[src/rtl/ecc_flt_pkg.sv]
package ecc_flt_pkg;

    typedef enum logic [2:0] {
        REG_CFG     = 3'd0,
        REG_ERREN   = 3'd1,
        REG_STAT    = 3'd2,
        REG_CAP_LO  = 3'd3,
        REG_CAP_HI  = 3'd4,
        REG_CAP_SYN = 3'd5
    } reg_sel_e;

    localparam int CFG_FSGL_BIT = 0;
    localparam int CFG_FDBL_BIT = 1;
    localparam int CFG_IGN_BIT  = 4;
    localparam int CFG_CIE_BIT  = 7;
    localparam logic [7:0] CFG_WR_MASK = 8'h93;

    localparam int KIND_SGL  = 0;
    localparam int KIND_DBL  = 1;
    localparam int NUM_KINDS = 2;

    localparam int STAT_CAP_SGL_BIT = 2;
    localparam int STAT_CAP_DBL_BIT = 3;
    localparam int STAT_CMD_BIT     = 7;

    typedef enum logic [1:0] {
        CAP_NONE = 2'd0,
        CAP_SGL  = 2'd1,
        CAP_DBL  = 2'd2
    } cap_kind_e;

endpackage

[src/rtl/ecc_cfg_regs.sv]
module ecc_cfg_regs
    import ecc_flt_pkg::*;
(
    input  logic       clk,
    input  logic       rst_n,
    input  logic       wr_en,
    input  logic [2:0] sel,
    input  logic [7:0] wdata,
    output logic [7:0] cfg_o,
    output logic [NUM_KINDS-1:0] en_o
);

    typedef struct packed {
        logic [7:0]           cfg;
        logic [NUM_KINDS-1:0] en;
    } cfg_state_t;

    cfg_state_t st_d, st_q;

    always_comb begin
        st_d = st_q;
        if (wr_en && sel == REG_CFG) begin
            st_d.cfg = wdata & CFG_WR_MASK;
        end
        if (wr_en && sel == REG_ERREN) begin
            st_d.en = wdata[NUM_KINDS-1:0];
        end
    end

    always_ff @(posedge clk or negedge rst_n) begin
        if (!rst_n) begin
            st_q <= '0;
        end else begin
            st_q <= st_d;
        end
    end

    assign cfg_o = st_q.cfg;
    assign en_o  = st_q.en;

    AST_FSGL_PERSIST: assert property (@(posedge clk) disable iff (!rst_n)
        $fell(st_q.cfg[CFG_FSGL_BIT]) |-> $past(wr_en && sel == REG_CFG && !wdata[CFG_FSGL_BIT]));
    AST_FDBL_PERSIST: assert property (@(posedge clk) disable iff (!rst_n)
        $fell(st_q.cfg[CFG_FDBL_BIT]) |-> $past(wr_en && sel == REG_CFG && !wdata[CFG_FDBL_BIT]));

endmodule

[src/rtl/ecc_fault_flag.sv]
module ecc_fault_flag (
    input  logic clk,
    input  logic rst_n,
    input  logic real_hit,
    input  logic force_hit,
    input  logic clr,
    output logic flag_o
);

    typedef struct packed {
        logic flag;
    } flag_state_t;

    flag_state_t st_d, st_q;

    always_comb begin
        st_d = st_q;
        if (clr) begin
            st_d.flag = 1'b0;
        end
        if (real_hit || force_hit) begin
            st_d.flag = 1'b1;
        end
    end

    always_ff @(posedge clk or negedge rst_n) begin
        if (!rst_n) begin
            st_q <= '0;
        end else begin
            st_q <= st_d;
        end
    end

    assign flag_o = st_q.flag;

    AST_FORCE_SETS_FLAG: assert property (@(posedge clk) disable iff (!rst_n)
        force_hit |=> st_q.flag);
    AST_W1C_CLEARS: assert property (@(posedge clk) disable iff (!rst_n)
        (clr && !real_hit && !force_hit) |=> !st_q.flag);
    AST_NO_SPURIOUS_CLEAR: assert property (@(posedge clk) disable iff (!rst_n)
        $fell(st_q.flag) |-> $past(clr));

endmodule

[src/rtl/ecc_capture.sv]
module ecc_capture
    import ecc_flt_pkg::*;
#(
    parameter int ADDR_W = 16,
    parameter int SYN_W  = 8
) (
    input  logic              clk,
    input  logic              rst_n,
    input  logic              rd_valid,
    input  logic              sbe,
    input  logic              dbe,
    input  logic              ignore_sgl,
    input  logic [ADDR_W-1:0] addr,
    input  logic [SYN_W-1:0]  syn,
    input  logic              clr_sgl,
    input  logic              clr_dbl,
    output cap_kind_e         kind_o,
    output logic [ADDR_W-1:0] addr_o,
    output logic [SYN_W-1:0]  syn_o
);

    typedef struct packed {
        cap_kind_e         kind;
        logic [ADDR_W-1:0] addr;
        logic [SYN_W-1:0]  syn;
    } cap_state_t;

    cap_state_t st_d, st_q;
    logic       release_c;
    logic       real_s, real_d;
    cap_kind_e  kind_eff;

    always_comb begin
        release_c = (st_q.kind == CAP_SGL && clr_sgl) ||
                    (st_q.kind == CAP_DBL && clr_dbl);
        real_d    = rd_valid && dbe;
        real_s    = rd_valid && sbe && !ignore_sgl;
        kind_eff  = release_c ? CAP_NONE : st_q.kind;
        st_d      = st_q;
        st_d.kind = kind_eff;
        if (kind_eff == CAP_NONE && (real_d || real_s)) begin
            st_d.kind = real_d ? CAP_DBL : CAP_SGL;
            st_d.addr = addr;
            st_d.syn  = syn;
        end
    end

    always_ff @(posedge clk or negedge rst_n) begin
        if (!rst_n) begin
            st_q <= '0;
        end else begin
            st_q <= st_d;
        end
    end

    assign kind_o = st_q.kind;
    assign addr_o = st_q.addr;
    assign syn_o  = st_q.syn;

    AST_CAP_HOLD: assert property (@(posedge clk) disable iff (!rst_n)
        (st_q.kind != CAP_NONE && !clr_sgl && !clr_dbl)
        |=> ($stable(st_q.addr) && $stable(st_q.syn) && $stable(st_q.kind)));
    AST_CAP_DBL_WINS: assert property (@(posedge clk) disable iff (!rst_n)
        (st_q.kind == CAP_NONE && rd_valid && sbe && dbe) |=> st_q.kind == CAP_DBL);
    AST_CAP_NO_FORCED: assert property (@(posedge clk) disable iff (!rst_n)
        (st_q.kind == CAP_NONE && !(rd_valid && (sbe || dbe))) |=> st_q.kind == CAP_NONE);

endmodule

[src/rtl/ecc_fault_report.sv]
module ecc_fault_report
    import ecc_flt_pkg::*;
#(
    parameter int ADDR_W = 16,
    parameter int SYN_W  = 8
) (
    input  logic              clk,
    input  logic              rst_n,
    input  logic              reg_wr,
    input  logic [2:0]        reg_sel,
    input  logic [7:0]        reg_wdata,
    output logic [7:0]        reg_rdata,
    input  logic              rd_valid,
    input  logic              rd_sbe,
    input  logic              rd_dbe,
    input  logic [ADDR_W-1:0] rd_addr,
    input  logic [SYN_W-1:0]  rd_syn,
    input  logic              cmd_done,
    output logic              irq_cmd,
    output logic              irq_sgl,
    output logic              irq_dbl
);

    localparam int CAP_BUS_W = 16;
    localparam int SYN_BUS_W = 8;

    logic [7:0]           cfg;
    logic [NUM_KINDS-1:0] en;
    logic [NUM_KINDS-1:0] real_hit, force_hit, clr_hit, flag, irq_flt;
    logic                 stat_wr;
    cap_kind_e            cap_kind;
    logic [ADDR_W-1:0]    cap_addr;
    logic [SYN_W-1:0]     cap_syn;
    logic [CAP_BUS_W-1:0] cap_addr_ext;
    logic [SYN_BUS_W-1:0] cap_syn_ext;

    ecc_cfg_regs i_cfg (
        .clk   (clk),
        .rst_n (rst_n),
        .wr_en (reg_wr),
        .sel   (reg_sel),
        .wdata (reg_wdata),
        .cfg_o (cfg),
        .en_o  (en)
    );

    assign stat_wr              = reg_wr && reg_sel == REG_STAT;
    assign real_hit[KIND_SGL]   = rd_valid && rd_sbe && !cfg[CFG_IGN_BIT];
    assign real_hit[KIND_DBL]   = rd_valid && rd_dbe;
    assign force_hit[KIND_SGL]  = rd_valid && cfg[CFG_FSGL_BIT];
    assign force_hit[KIND_DBL]  = rd_valid && cfg[CFG_FDBL_BIT];

    for (genvar k = 0; k < NUM_KINDS; k++) begin : g_flag
        assign clr_hit[k] = stat_wr && reg_wdata[k];
        ecc_fault_flag i_flag (
            .clk       (clk),
            .rst_n     (rst_n),
            .real_hit  (real_hit[k]),
            .force_hit (force_hit[k]),
            .clr       (clr_hit[k]),
            .flag_o    (flag[k])
        );
        assign irq_flt[k] = flag[k] && en[k];
    end

    ecc_capture #(.ADDR_W(ADDR_W), .SYN_W(SYN_W)) i_cap (
        .clk        (clk),
        .rst_n      (rst_n),
        .rd_valid   (rd_valid),
        .sbe        (rd_sbe),
        .dbe        (rd_dbe),
        .ignore_sgl (cfg[CFG_IGN_BIT]),
        .addr       (rd_addr),
        .syn        (rd_syn),
        .clr_sgl    (clr_hit[KIND_SGL]),
        .clr_dbl    (clr_hit[KIND_DBL]),
        .kind_o     (cap_kind),
        .addr_o     (cap_addr),
        .syn_o      (cap_syn)
    );

    assign cap_addr_ext = CAP_BUS_W'(cap_addr);
    assign cap_syn_ext  = SYN_BUS_W'(cap_syn);

    always_comb begin
        reg_rdata = '0;
        case (reg_sel)
            REG_CFG:     reg_rdata = cfg;
            REG_ERREN:   reg_rdata[NUM_KINDS-1:0] = en;
            REG_STAT: begin
                reg_rdata[NUM_KINDS-1:0]     = flag;
                reg_rdata[STAT_CAP_SGL_BIT]  = cap_kind == CAP_SGL;
                reg_rdata[STAT_CAP_DBL_BIT]  = cap_kind == CAP_DBL;
                reg_rdata[STAT_CMD_BIT]      = cmd_done;
            end
            REG_CAP_LO:  reg_rdata = cap_addr_ext[7:0];
            REG_CAP_HI:  reg_rdata = cap_addr_ext[15:8];
            REG_CAP_SYN: reg_rdata = cap_syn_ext;
            default:     reg_rdata = '0;
        endcase
    end

    assign irq_cmd = cmd_done && cfg[CFG_CIE_BIT];
    assign irq_sgl = irq_flt[KIND_SGL];
    assign irq_dbl = irq_flt[KIND_DBL];

    AST_CFG_RSVD_ZERO: assert property (@(posedge clk) disable iff (!rst_n)
        (reg_sel == REG_CFG) |-> ((reg_rdata & ~CFG_WR_MASK) == 8'h00));
    AST_IGNORE_SGL: assert property (@(posedge clk) disable iff (!rst_n)
        $rose(flag[KIND_SGL]) |-> $past(rd_valid && ((rd_sbe && !cfg[CFG_IGN_BIT]) || cfg[CFG_FSGL_BIT])));
    AST_FDBL_SETS: assert property (@(posedge clk) disable iff (!rst_n)
        (rd_valid && cfg[CFG_FDBL_BIT]) |=> flag[KIND_DBL]);

endmodule

[config.mk]
export PLATFORM = sky130hd
export DESIGN_NAME = ecc_fault_report
export DESIGN_NICKNAME = d
export VERILOG_FILES = /design/src/rtl/ecc_flt_pkg.sv /design/src/rtl/ecc_cfg_regs.sv /design/src/rtl/ecc_fault_flag.sv /design/src/rtl/ecc_capture.sv /design/src/rtl/ecc_fault_report.sv
export SDC_FILE = /design/constraint.sdc
export NUM_CORES = 1
export LEC_CHECK = 0
export ABC_AREA = 1
export ABC_CLOCK_PERIOD_IN_PS = 1600
export BUFFER_PORTS_ARGS = -buffer_cell sky130_fd_sc_hd__buf_2
export CORE_UTILIZATION = 40
export CTS_CLUSTER_SIZE = 28
export DETAILED_ROUTE_END_ITERATION = 16
export PLACE_DENSITY_LB_ADDON = 0.3
export SLEW_MARGIN = 20
export SYNTH_ARGS = -nofsm -noshare
export SYNTH_HDL_FRONTEND = slang
export SYNTH_SLANG_ARGS = --single-unit
[constraint.sdc]
create_clock -name clk -period 1.6 [get_ports clk]
set_input_delay 0 -clock clk [delete_from_list [all_inputs] [get_ports clk]]
set_output_delay 0 -clock clk [all_outputs]
set_load 0.01 [all_outputs]
==> results of run 1 <==
per-layer routing:
| metal | track usage, % | part of all wire (%) | vias up |
|---|---|---|---|
| li1 | - | - | 956 |
| met1 | 30.69 | 45 | 883 |
| met2 | 34.30 | 47 | 71 |
| met5 | 0 | 0 | - |
| met3 | 4.942 | 5.7 | 11 |
| met4 | 7.333 | 1.7 | 0 |
flip-flops by register name, indices dropped and copies added, names as in the netlist:
name,flops
i_cap.addr_o,16
i_cap.syn_o,8
i_cfg.cfg_o,4
g_flag.i_flag.flag_o,2
i_cap.kind_o,2
i_cfg.en_o,2
final timing paths:
path | depth (start not counted) | slack (ns) | end
setup / recovery | 6 | 0.15 | i_cap.syn_o[6]$_DFFE_PN0P_
hold / removal | 3 | 0.04 | g_flag[0].i_flag.flag_o$_DFFE_PN0P_
setup reg to reg | 6 | 0.15 | i_cap.syn_o[6]$_DFFE_PN0P_
hold reg to reg | 2 | 0.48 | i_cap.addr_o[7]$_DFFE_PN0P_
max in group asynchronous | 2 | 0.80 | i_cap.addr_o[8]$_DFFE_PN0P_
min in group asynchronous | 2 | 0.32 | i_cfg.cfg_o[0]$_DFFE_PN0P_
critical path, delay by kind of cell, from the launching register on:
kind	cells	cell delay (ns)
DFF	1	0.43
and+or+nand+nor	6	0.91
metrics by stage:
stage	setup slack [ns]	hold slack, ns	std cells
6_report	0.1473	0.03807	370
5_1_grt	0.01694	0.05965	370
4_1_cts	0.1675	0.03766	370
3_5_place_dp	0.1711	0.1200	331
3_3_place_gp	0.1917	0.1094	331
2_1_floorplan	0.2422	-0.2956	232
synth_stat cells (2+ instances only):
cell type,number
mux2_2,2
buf_2,4
a41oi_1,3
a21oi_1,3
a31oi_1,2
nor2_1,9
clkbuf_1,2
ha_1,2
nand4_1,32
nand2_1,84
dfrtp_1,34
nor3_1,3
inv_1,17
nand3_1,11
o21ai_0,10
buf_6,3
buf_4,2
cell type report:
cell class / count / area (um^2)
Timing Repair Buffer: 89 / 625.6
Clock inverter: 3 / 45.04
Sequential cell: 34 / 850.8
Clock buffer: 5 / 68.82
Inverter: 18 / 67.56
Fill cell: 404 / 1817
Multi-Input combinational cell: 169 / 844.6
Tap cell: 52 / 65.06
placed cells by master (no fill, tap or decap):
cell / n
inv_1: 17
nand3_2: 1
a31oi_1: 2
a31o_2: 1
buf_2: 48
mux2_2: 2
nand3_1: 11
nand2_1: 84
buf_4: 10
and2_1: 1
o21ai_2: 2
nor2_2: 1
clkinvlp_4: 2
dfrtp_1: 34
o21ai_0: 10
bufinv_16: 1
a41oi_1: 3
a21oi_1: 3
nor3_1: 3
ha_1: 2
inv_2: 1
dlygate4sd3_1: 31
clkbuf_8: 5
o211ai_1: 1
nand4_1: 32
nand3_4: 1
nor2_1: 9
timing repair:
item | in CTS | in global routing
hold buffers | 31 | 0
setup endpoints to repair | 0 | 0
hold endpoints to repair | 64 | 0
buffers inserted | 0 | 0
power by group through the flow:
stage                     Combinational (uW)  Clock, uW  Sequential, uW
after CTS                                991        807            1390
final                                    995        807            1390
after global placement                   908          0            1390
after global routing                    1130        863            1430
after floorplan                          664          0            1350
after detailed placement                 932          0            1400
cells by family (layout without fill, tap and decap cells):
family,Yosys count,after routing
simple gates,143,143
mux,2,2
buf+inv,29,115
fa+ha+maj,2,2
flops,34,34
compound gates,22,22
==> impl_metrics.json, run 1 <==
{
  "status": "completed",
  "powerDensity_mw_per_mm2": 1244,
  "drive_gt1_share_pct": 23.58,
  "hold_violations": 0,
  "synth_top_area_share_pct": 46.35,
  "worst_pin_slew_ns": 0.7646,
  "period_share_pct": 90.80,
  "clkTransAtPathRegs_ns": 0.08,
  "postLayoutCellArea_mm2": 0.002567,
  "p_seq_share_pct": 43.6,
  "nets": 361,
  "ys_warn_count": 0,
  "synth_xor_area_share_pct": 0,
  "core_area_mm2": 0.004384,
  "grt_max_degree": 35,
  "synth_flop_cell": "dfrtp_1",
  "slew_violations": 0,
  "crit_start": "i_cap.kind_o[0]$_DFF_PN0_",
  "drtAntennaViolNets": 0,
  "cp_slowest_stage_delay_ns": 0.43,
  "cts_sinks": 34,
  "critPathRequiredTime_ns": 1.78,
  "rsz0062_at_grt": "no",
  "critical_path_class": "flop to flop",
  "synth_mux_area_share_pct": 1.227,
  "slew_headroom_pct": 49.03,
  "switchingPower_uw": 1138,
  "seq_area_frac_synth_pct": 46.35,
  "arrival_ns": 1.64,
  "die_y_um": 69.74,
  "swShare_pct": 35.62,
  "io_buffers": 48,
  "tritoncts": "done",
  "die_area_mm2": 0.004864,
  "rows": 24,
  "wirelength_um": 4930,
  "vias": 1921,
  "htreeDepth": 2,
  "initial_core_util_pct": 41.87,
  "setup_viol_count_final": 0,
  "grt_overflow": 0,
  "synthCells": 232,
  "routabilityCongestion": 0.8323,
  "grtUsageTotal_pct": 22.13,
  "synth_seq_cells": 34,
  "routedWlPerCell_um": 13.32,
  "path_max_fanout": 24,
  "antenna_found_initial": 0,
  "cts_buffers": 5,
  "synth.avg_cell_area_um2": 7.912,
  "path_cells": "nor2_1, nand4_1, nand3_2, nand3_4, nand2_1, nand2_1",
  "synth_fa_ha_area_share_pct": 1.363,
  "r2r_start": "i_cap.kind_o[0]$_DFF_PN0_",
  "cts-resized-gates": 0,
  "cpMostUsedCell": "nand2_1",
  "pwr-share-clk_pct": 25.3,
  "antenna_cells": 0,
  "power_frac_comb_pct": 31.2,
  "dp_hpwl_um": 3385,
  "peakVddDrop_v": 0.0005832,
  "synth-simple-area-share_pct": 35.92,
  "fin_tns_setup_ns": 0,
  "initialDrtViolationCount": 139,
  "synth_edf_count": 0,
  "fmax_ghz": 0.6884,
  "grt_pass1_vias": 1806,
  "dr.pass1.iters": 4,
  "critPathLaunchType": "flop",
  "root_buffer": "clkbuf_8",
  "synth-compound-area-share_pct": 7.294,
  "io-pin-count": 53,
  "synth_top_family_by_area": "simple AND/OR/NAND/NOR gates",
  "drv_cap": 0,
  "dieWidth_um": 69.74,
  "area_growth_pct": 39.88,
  "via_per_inst": 5.192,
  "synthesis.nets": 276,
  "hp-start": "rd_sbe",
  "synth.cell_area_mm2": 0.001836,
  "place_area_mm2": 0.002143,
  "synth.distinct_cells": 26,
  "fin_util_pct": 58.56,
  "p_int_uw": 2056,
  "ys_async_sr_fraction_pct": 100.0,
  "clock_path_buffers": 2,
  "synth.area.top_cells": "dfrtp_1, nand2_1, nand4_1",
  "p_leak_uw": 0.001319,
  "yosysTopAreaCell": "dfrtp_1",
  "layout_min_cycle_time_ns": 1.453,
  "cp-end-kind": "flop",
  "p_total_uw": 3193,
  "cp_slowest_cell": "dfrtp_1",
  "drc_errors": 0,
  "grt_pass1_wl_um": 8466,
  "skew_ns": 0.004397,
  "worstHoldPathType": "primary input to flop",
  "clock_latency_ns": 0.29
}
Power figures use the tool's default switching activity.
==> inputs of run 2 (changes only) <==
--- a/config.mk
+++ b/config.mk
@@ -6,7 +6,7 @@
 export NUM_CORES = 1
 export LEC_CHECK = 0
 export ABC_AREA = 1
-export ABC_CLOCK_PERIOD_IN_PS = 1600
+export ABC_CLOCK_PERIOD_IN_PS = 1300
 export BUFFER_PORTS_ARGS = -buffer_cell sky130_fd_sc_hd__buf_2
 export CORE_UTILIZATION = 40
 export CTS_CLUSTER_SIZE = 28
==> constraint.sdc (replaced) <==
create_clock -name clk -period 1.3 [get_ports clk]
set_input_delay 0 -clock clk [delete_from_list [all_inputs] [get_ports clk]]
set_output_delay 0 -clock clk [all_outputs]
set_load 0.01 [all_outputs]
==> run 2 against run 1 <==
The flow now finishes with violations (negative setup slack). Flip-flop and latch count unchanged. Clock power up 1%. Largest cell class is now multi-input gates. Via count up 13%. Global-route usage up 3.9 points. Register-to-register slack worse by 0.32 ns. Clock skew up 0.0087 ns. Combinational power up 120%. Routed wire length up 29%. Die area unchanged. Highest routed layer unchanged. Count of clock-buffer cells in the layout up 2. Non-clock buffer count up 19.
==> impl_metrics.json, run 2 (same netlist as run 1, synthesis figures left out) <==
{
  "dieWidth_um": 69.74,
  "grt_max_degree": 19,
  "drtAntennaViolNets": 0,
  "crit_start": "i_cap.kind_o[0]$_DFF_PN0_",
  "swShare_pct": 37.50,
  "cts_sinks": 34,
  "grt_pass1_vias": 2067,
  "power_frac_comb_pct": 46.3,
  "powerDensity_mw_per_mm2": 1632,
  "fin_tns_setup_ns": -4.237,
  "path_max_fanout": 6,
  "routedWlPerCell_um": 16.17,
  "initial_core_util_pct": 41.87,
  "grt_pass1_wl_um": 9832,
  "critical_path_class": "flop to flop",
  "critPathRequiredTime_ns": 1.48,
  "drc_errors": 0,
  "holdWs_ns": 0.001443,
  "nets": 383,
  "layout_min_cycle_time_ns": 1.474,
  "postLayoutSetupSlackWorst_ns": -0.1742,
  "slew_headroom_pct": 73.45,
  "routabilityCongestion": 0.8452,
  "wirelength_um": 6340,
  "rsz0062_at_grt": "yes",
  "initialDrtViolationCount": 154,
  "final_cell_mix": "nand2_1, buf_2, dfrtp_1",
  "tritoncts": "done",
  "htreeDepth": 2,
  "p_leak_uw": 0.001465,
  "core_area_mm2": 0.004384,
  "area_growth_pct": 60.87,
  "clock_path_buffers": 2,
  "skew_ns": 0.01309,
  "die_y_um": 69.74,
  "cp-end-kind": "flop",
  "worstHoldPathType": "primary input to flop",
  "vias": 2165,
  "root_buffer": "clkbuf_8",
  "clkTransAtPathRegs_ns": 0.08,
  "antenna_cells": 0,
  "grt_overflow": 0,
  "violations": "negative setup slack",
  "io_buffers": 48,
  "status": "finished with violations",
  "nFillCells": 341,
  "p_total_uw": 4820,
  "fmax_ghz": 0.6783,
  "hold_violations": 0,
  "worst_pin_slew_ns": 0.3967,
  "pwr-share-clk_pct": 17.0,
  "drv_cap": 0,
  "critPathLaunchType": "flop",
  "grtUsageTotal_pct": 26.02,
  "cts_buffers": 5,
  "switchingPower_uw": 1807,
  "clock_latency_ns": 0.30,
  "period_share_pct": 113.4,
  "rows": 24,
  "largest_reg_flops": 16,
  "peakVddDrop_v": 0.001126,
  "antenna_found_initial": 0,
  "arrival_ns": 1.65,
  "layout_commonest_cell": "nand2_1",
  "slew_violations": 0,
  "via_per_inst": 5.523,
  "io-pin-count": 53,
  "r2r_start": "i_cap.kind_o[0]$_DFF_PN0_",
  "p_int_uw": 3013,
  "die_area_mm2": 0.004864,
  "r2r_slack_ns": -0.17,
  "p_seq_share_pct": 36.7,
  "drive_gt1_share_pct": 35.29,
  "fin_util_pct": 67.35,
  "setup_viol_count_final": 28,
  "dp_hpwl_um": 3531,
  "hp-start": "reg_wdata[1]",
  "dr.pass1.iters": 4
}
run 2: cell types whose count changed in the layout (fill, tap and decap cells not counted), moves of 3 or more:
cell,previous run,this run
nand2_2,0,11
a41oi_2,0,3
a41oi_1,3,0
buf_4,10,22
o21ai_0,10,6
o21ai_1,0,3
nor2_1,9,6
buf_12,0,6
nand2_1,84,73
nand3_4,1,5
run 2: critical path: stages, from the launching register on:
cell and delay [ns]:
dfrtp_1 0.45, inv_2 0.07, nor2_4 0.10, nand4_1 0.17, nand3_4 0.17, buf_12 0.13, nand3_4 0.13, nand2_2 0.10
nand2_1 0.05
run 2: stage by stage:
step	worst slack, ns	instance area [um^2]	instances
after floorplan	-0.006881	1839	232
after global placement	-0.08666	2228	339
after detailed placement	-0.1330	2228	339
after CTS	-0.07940	2851	387
after global routing	-0.2361	2953	392
final	-0.1742	2953	392
run 2: cell type report:
cell class,count,area (um^2),area share (%)
clock inverter,1,5.005,0.1695
sequential,34,850.8,28.81
timing repair buffer,108,877.1,29.70
inverter,18,67.56,2.288
clock buffer,7,86.33,2.924
multi-input combinational,172,1001,33.90
tap,52,65.06,2.203
run 2: final timing paths:
| kind | endpoint | depth (start not counted) |
|---|---|---|
| worst max-delay path | i_cap.syn_o[4]$_DFFE_PN0P_ | 8 |
| worst min-delay path | i_cfg.en_o[1]$_DFFE_PN0P_ | 3 |
| worst max register to register | i_cap.syn_o[4]$_DFFE_PN0P_ | 8 |
| worst min register to register | i_cap.addr_o[8]$_DFFE_PN0P_ | 2 |
| max in group asynchronous | i_cap.kind_o[1]$_DFF_PN0_ | 3 |
| min in group asynchronous | i_cap.addr_o[15]$_DFFE_PN0P_ | 2 |
run 2: power by group through the flow:
stage	Sequential (uW)	Clock, uW	Combinational, uW
6_report	1770	817	2230
5_1_grt	1810	886	2400
4_1_cts	1720	818	1950
3_5_place_dp	1730	0	1250
3_3_place_gp	1730	0	1200
2_1_floorplan	1660	0	819
run 2: timing repair:
action / 4_1_cts / 5_1_grt
gates resized for setup: 17 / 18
pin swaps: 6 / 14
hold endpoints to repair: 61 / 0
buffers inserted: 7 / 5
hold buffers: 29 / 0
gates cloned: 4 / 2
setup endpoints to repair: 27 / 33
run 2: layer usage:
layer,vias up,global-route usage [%],part of all wire [%]
li1,1013,-,-
met1,1040,32.46,41
met2,92,42.83,50
met3,20,5.814,5.9
met4,0,12.22,3.0
met5,-,0,0
